--- src/rtl/pair_history_pkg.sv ---
package pair_history_pkg;

  localparam int STATE_W = 2;

  typedef enum logic [STATE_W-1:0] {
    ST_INIT = 2'b00,
    ST_ONE  = 2'b01,
    ST_RUN  = 2'b10
  } hist_state_t;

  typedef struct packed {
    logic loadA;
    logic setHold;
    logic clrHold;
  } hist_strobe_t;

endpackage

--- src/rtl/pair_history_dp.sv ---
module pair_history_dp
  import pair_history_pkg::*;
(
  input  logic         clk,
  input  logic         rst,
  input  logic         a,
  input  hist_strobe_t strobe,
  output logic         aEq,
  output logic         holdQ
);

  logic aLastQ;

  always_ff @(posedge clk) begin
    if (rst) begin
      aLastQ <= 1'b0;
    end else if (strobe.loadA) begin
      aLastQ <= a;
    end
  end

  always_ff @(posedge clk) begin
    if (rst) begin
      holdQ <= 1'b0;
    end else if (strobe.setHold) begin
      holdQ <= 1'b1;
    end else if (strobe.clrHold) begin
      holdQ <= 1'b0;
    end
  end

  assign aEq = (a == aLastQ);

  // a clear strobe without a set always lowers the flag
  a_r6_clear_drops: assert property (@(posedge clk) disable iff (rst)
    (strobe.clrHold && !strobe.setHold) |=> !holdQ);

endmodule

--- src/rtl/pair_history_ctrl.sv ---
module pair_history_ctrl
  import pair_history_pkg::*;
(
  input  logic         clk,
  input  logic         rst,
  input  logic         b,
  input  logic         aEq,
  input  logic         holdIn,
  output hist_strobe_t strobe
);

  hist_state_t stateQ;
  hist_state_t stateD;
  logic        histValid;
  logic        legal;

  assign histValid = (stateQ == ST_ONE) || (stateQ == ST_RUN);
  assign legal     = histValid || (stateQ == ST_INIT);

  always_comb begin
    strobe.loadA   = legal;
    strobe.setHold = histValid && aEq;
    strobe.clrHold = !(histValid && aEq) && (!histValid || !b);
  end

  always_comb begin
    case (stateQ)
      ST_INIT: stateD = ST_ONE;
      ST_ONE:  stateD = ST_RUN;
      ST_RUN:  stateD = ST_RUN;
      default: stateD = ST_INIT;
    endcase
  end

  always_ff @(posedge clk) begin
    if (rst) begin
      stateQ <= ST_INIT;
    end else begin
      stateQ <= stateD;
    end
  end

  // reset leaves no history and a low output
  a_r1_reset_state: assert property (@(posedge clk)
    rst |=> (stateQ == ST_INIT) && !holdIn);

  // an equal pair of samples raises the output
  a_r3_match_sets: assert property (@(posedge clk) disable iff (rst)
    (histValid && aEq) |=> holdIn);

  // the first sample after reset or recovery never raises the output
  a_r4_no_early_match: assert property (@(posedge clk) disable iff (rst)
    (stateQ == ST_INIT) |=> !holdIn);

  // b held at 1 keeps a raised output high
  a_r5_hold_persists: assert property (@(posedge clk) disable iff (rst)
    (stateQ == ST_RUN && holdIn && b) |=> holdIn);

  // b alone cannot raise a low output
  a_r7_no_spurious: assert property (@(posedge clk) disable iff (rst)
    (histValid && !aEq && !holdIn) |=> !holdIn);

  // the unused code recovers to the initial state
  a_r8_unused_recovers: assert property (@(posedge clk) disable iff (rst)
    !legal |=> (stateQ == ST_INIT) && !holdIn);

endmodule

--- src/rtl/pair_history_fsm.sv ---
module pair_history_fsm
  import pair_history_pkg::*;
(
  input  logic clk,
  input  logic rst,
  input  logic a,
  input  logic b,
  output logic z
);

  hist_strobe_t strobe;
  logic         aEq;
  logic         holdQ;

  pair_history_ctrl uCtrl (
    .clk    (clk),
    .rst    (rst),
    .b      (b),
    .aEq    (aEq),
    .holdIn (holdQ),
    .strobe (strobe)
  );

  pair_history_dp uDp (
    .clk    (clk),
    .rst    (rst),
    .a      (a),
    .strobe (strobe),
    .aEq    (aEq),
    .holdQ  (holdQ)
  );

  assign z = holdQ;

endmodule

--- config.mk ---
export PLATFORM = sky130hd
export DESIGN_NAME = pair_history_fsm
export DESIGN_NICKNAME = d
export VERILOG_FILES = /design/src/rtl/pair_history_pkg.sv /design/src/rtl/pair_history_dp.sv /design/src/rtl/pair_history_ctrl.sv /design/src/rtl/pair_history_fsm.sv
export SDC_FILE = /design/constraint.sdc
export NUM_CORES = 1
export LEC_CHECK = 0
export BUFFER_PORTS_ARGS = -buffer_cell sky130_fd_sc_hd__buf_4
export CAP_MARGIN = 20
export CORE_AREA = 2 2 39 41
export DETAILED_ROUTE_END_ITERATION = 6
export DIE_AREA = 0 0 41 43
export GPL_ROUTABILITY_DRIVEN = 0
export PLACE_DENSITY_LB_ADDON = 0.08
export RECOVER_POWER = 50
export SETUP_SLACK_MARGIN = 0.3
export SLEW_MARGIN = 15
export SYNTH_ARGS = -nofsm -noshare
export SYNTH_HDL_FRONTEND = slang
export SYNTH_SLANG_ARGS = --single-unit
--- constraint.sdc ---
create_clock -name clk -period 1.2 [get_ports clk]
set_clock_uncertainty 0.2 [all_clocks]
set_input_delay 0.06 -clock clk [delete_from_list [all_inputs] [get_ports clk]]
set_output_delay 0.06 -clock clk [all_outputs]
set_load 0.005 [all_outputs]
==> results.cfg <==
[run_status]
status = complete, but fails checks
violations = negative hold slack

[yosys]
synth_top_family_by_area = simple AND/OR/NAND/NOR gates
synthTopCellsByCount = dfxtp_1, ha_1, inv_1
async_flop_share_pct = 0
synth_mux_area_share_pct = 6.11
synth.most_common_cell = dfxtp_1
synth_compound_area_share_pct = 4.58
yosysTopAreaCell = dfxtp_1
ys_ff_latch = 4
yosysSeqAreaShare_pct = 48.9
synth_cells = 15
syn_area_um2 = 164
synth_edf_count = 0
synthTopCellsByArea = dfxtp_1, ha_1, mux2i_1
synth-simple-area-share_pct = 15.3
synthXorXnorAreaFrac_pct = 5.34
synth_top_area_share_pct = 48.9
synth-main-ff-cell = dfxtp_1
post_synth_fa_ha_maj_area_fraction_pct = 15.3
synth_cell_type_count = 10
yosys_warnings = 0
synth_area_per_cell_um2 = 10.9
syn-num-nets = 21

[clock_network]
numCtsBuffers = 3
h-tree-depth = 1
clkTransAtPathRegs_ns = 0.04
clk-insertion-delay-late_ns = 0.23
clockBufferDepth = 2
root_buffer = clkbuf_4
cts_tree = done
cts_sinks = 4

[timing]
fin_tns_setup_ns = 0
min_period_ns = 1.15
whs_ns = -0.188
grt_setup_unrepaired = yes
hold_violations = 4
fmax_ghz = 0.873
finalMaxSlewViolations = 0
setup_viol = 0
tightest_slew_ns = 0.189
period_share_pct = 95.5
maxSlewHeadroom_pct = 87.3

[pwr]
peakVddDrop_mv = 0.551
power.density_cell_area_mw_per_mm2 = 1550
power.leakage_nw = 0.120
power_w = 0.000446

[detailed_routing]
ant_nets = 0
drc = 0
vias = 129
wl_um = 333
vias_per_cell = 3.23
first_iter_violations = 0
firstDrtPassIters = 1
wire_per_inst_um = 8.33

[cells_and_area]
area_delta_synth_final_pct = 75.6
diodes = 0
fin_util_pct = 20.8
nets = 32
nFillCells = 163
drive_gt1_share_pct = 75.0
design_area_um2 = 288

[placed_design]
hpwl_um = 216
io_buffers = 4
placed_area_um2 = 224

[hold_path]
hold_path_class = input pin to flop
hold_end = uCtrl.stateQ[1]
worstHoldStart = rst
min_path_cells = 2

[grt]
gr-max-usage-layer = met2
grt_pass1_vias = 152
grt_pass1_wl_um = 572
grt.total_usage_pct = 6.21
antenna_found_initial = 0
globalRouteOverflowTotal = 0
grt_util_met2_pct = 8.13
use_met1_pct = 3.83
use_met3_pct = 7.85
grt_max_degree = 4

[setup_path]
critPathRequiredTime_ns = 1.12
cp.arrival_ns = 1.07
r2r-end = uDp.holdQ
worstPathMaxFanout = 2
cp-end-kind = flop
reg2reg_depth = 4
cp-start-kind = flop
r2r_slack_ns = 0.05
crit_type = flop to flop
rr_startpoint = uCtrl.stateQ[1]

[floorplan]
start_util_pct = 11.8
dieArea_mm2 = 0.00176
io-pin-count = 5
die_w_um = 41
die_y_um = 43
rows = 14
coreArea_mm2 = 0.00138

[run]
cap_violations = 0
power breakdown:
part | internal, W | total [W] | leakage (nW) | switching [W]
Sequential | 0.000157 | 0.000168 | 0.0337 | 0.0000114
Combinational | 0.0000699 | 0.000112 | 0.0729 | 0.0000424
Clock | 0.000112 | 0.000166 | 0.0138 | 0.0000540
per-layer routing:
layer	part of all wire, %	up-vias	routed length, um
met5	0	-	0
met4	0	0	0
met3	3.9	0	13
met2	59	1	197
met1	37	63	122
li1	-	65	-
cells in the final DEF, fill, tap and decap left out, drive strengths merged:
master	synthesis	final
nand2	1	1
and2b	1	1
dfxtp	4	4
a21boi	1	1
nor2b	1	1
ha	2	2
inv	2	2
buf	0	5
xor2	1	1
nor2	1	1
mux2i	1	1
clkbuf	0	4
kinds of logic after synthesis:
logic type	after synthesis
muxes	1
and+or+nand+nor	4
DFF	4
adders and majority gates	2
xor gates and xnor gates	1
AOI/OAI and AO/OA	1
buffers and inverters	2
timing repair:
action | in CTS | in global routing
endpoints found under the setup margin | 5 | 5
pin swaps | 0 | 0
buffers inserted | 2 | 0
resized for setup | 5 | 0
endpoints found under the hold margin | 4 | 4
worst max-delay path, stage by stage (launching register included):
cell	delay, ns
dfxtp_2	0.32
inv_2	0.04
ha_4	0.22
nor2b_4	0.12
a21boi_2	0.14
worst max-delay path by stage:
stage / from / endpoint / depth (start not counted)
6_report: uCtrl.stateQ[1] / uDp.holdQ / 4
2_1_floorplan: uCtrl.stateQ[0] / uDp.holdQ / 4
3_5_place_dp: uCtrl.stateQ[0] / uDp.holdQ / 4
3_3_place_gp: uCtrl.stateQ[0] / uDp.holdQ / 4
4_1_cts: uCtrl.stateQ[1] / uDp.holdQ / 4
5_1_grt: uCtrl.stateQ[0] / uDp.holdQ / 4
through the flow:
step | hold slack (ns) | instances | setup WS (ns)
finish | -0.188 | 40 | 0.0541
global placement | 0.0577 | 35 | 0.0148
CTS | -0.198 | 40 | 0.0533
floorplan | -0.0805 | 15 | 0.0536
detailed placement | 0.0550 | 35 | 0.0113
global route | -0.198 | 40 | 0.0181
cell type report:
cell class | count | area (um2) | share of cell area [%]
clock buffers | 3 | 22.5 | 7.83
repair buffers | 6 | 45.0 | 15.7
inverters | 2 | 7.51 | 2.61
flip-flops and latches | 4 | 82.6 | 28.7
multi-input cells | 9 | 110 | 38.3
well taps | 16 | 20.0 | 6.96
sequential cells by signal, indices dropped and copies added, names as in the netlist:
register	count
uCtrl.stateQ	2
uDp.aLastQ	1
uDp.holdQ	1
No activity file was read; power rests on OpenSTA's default activity.
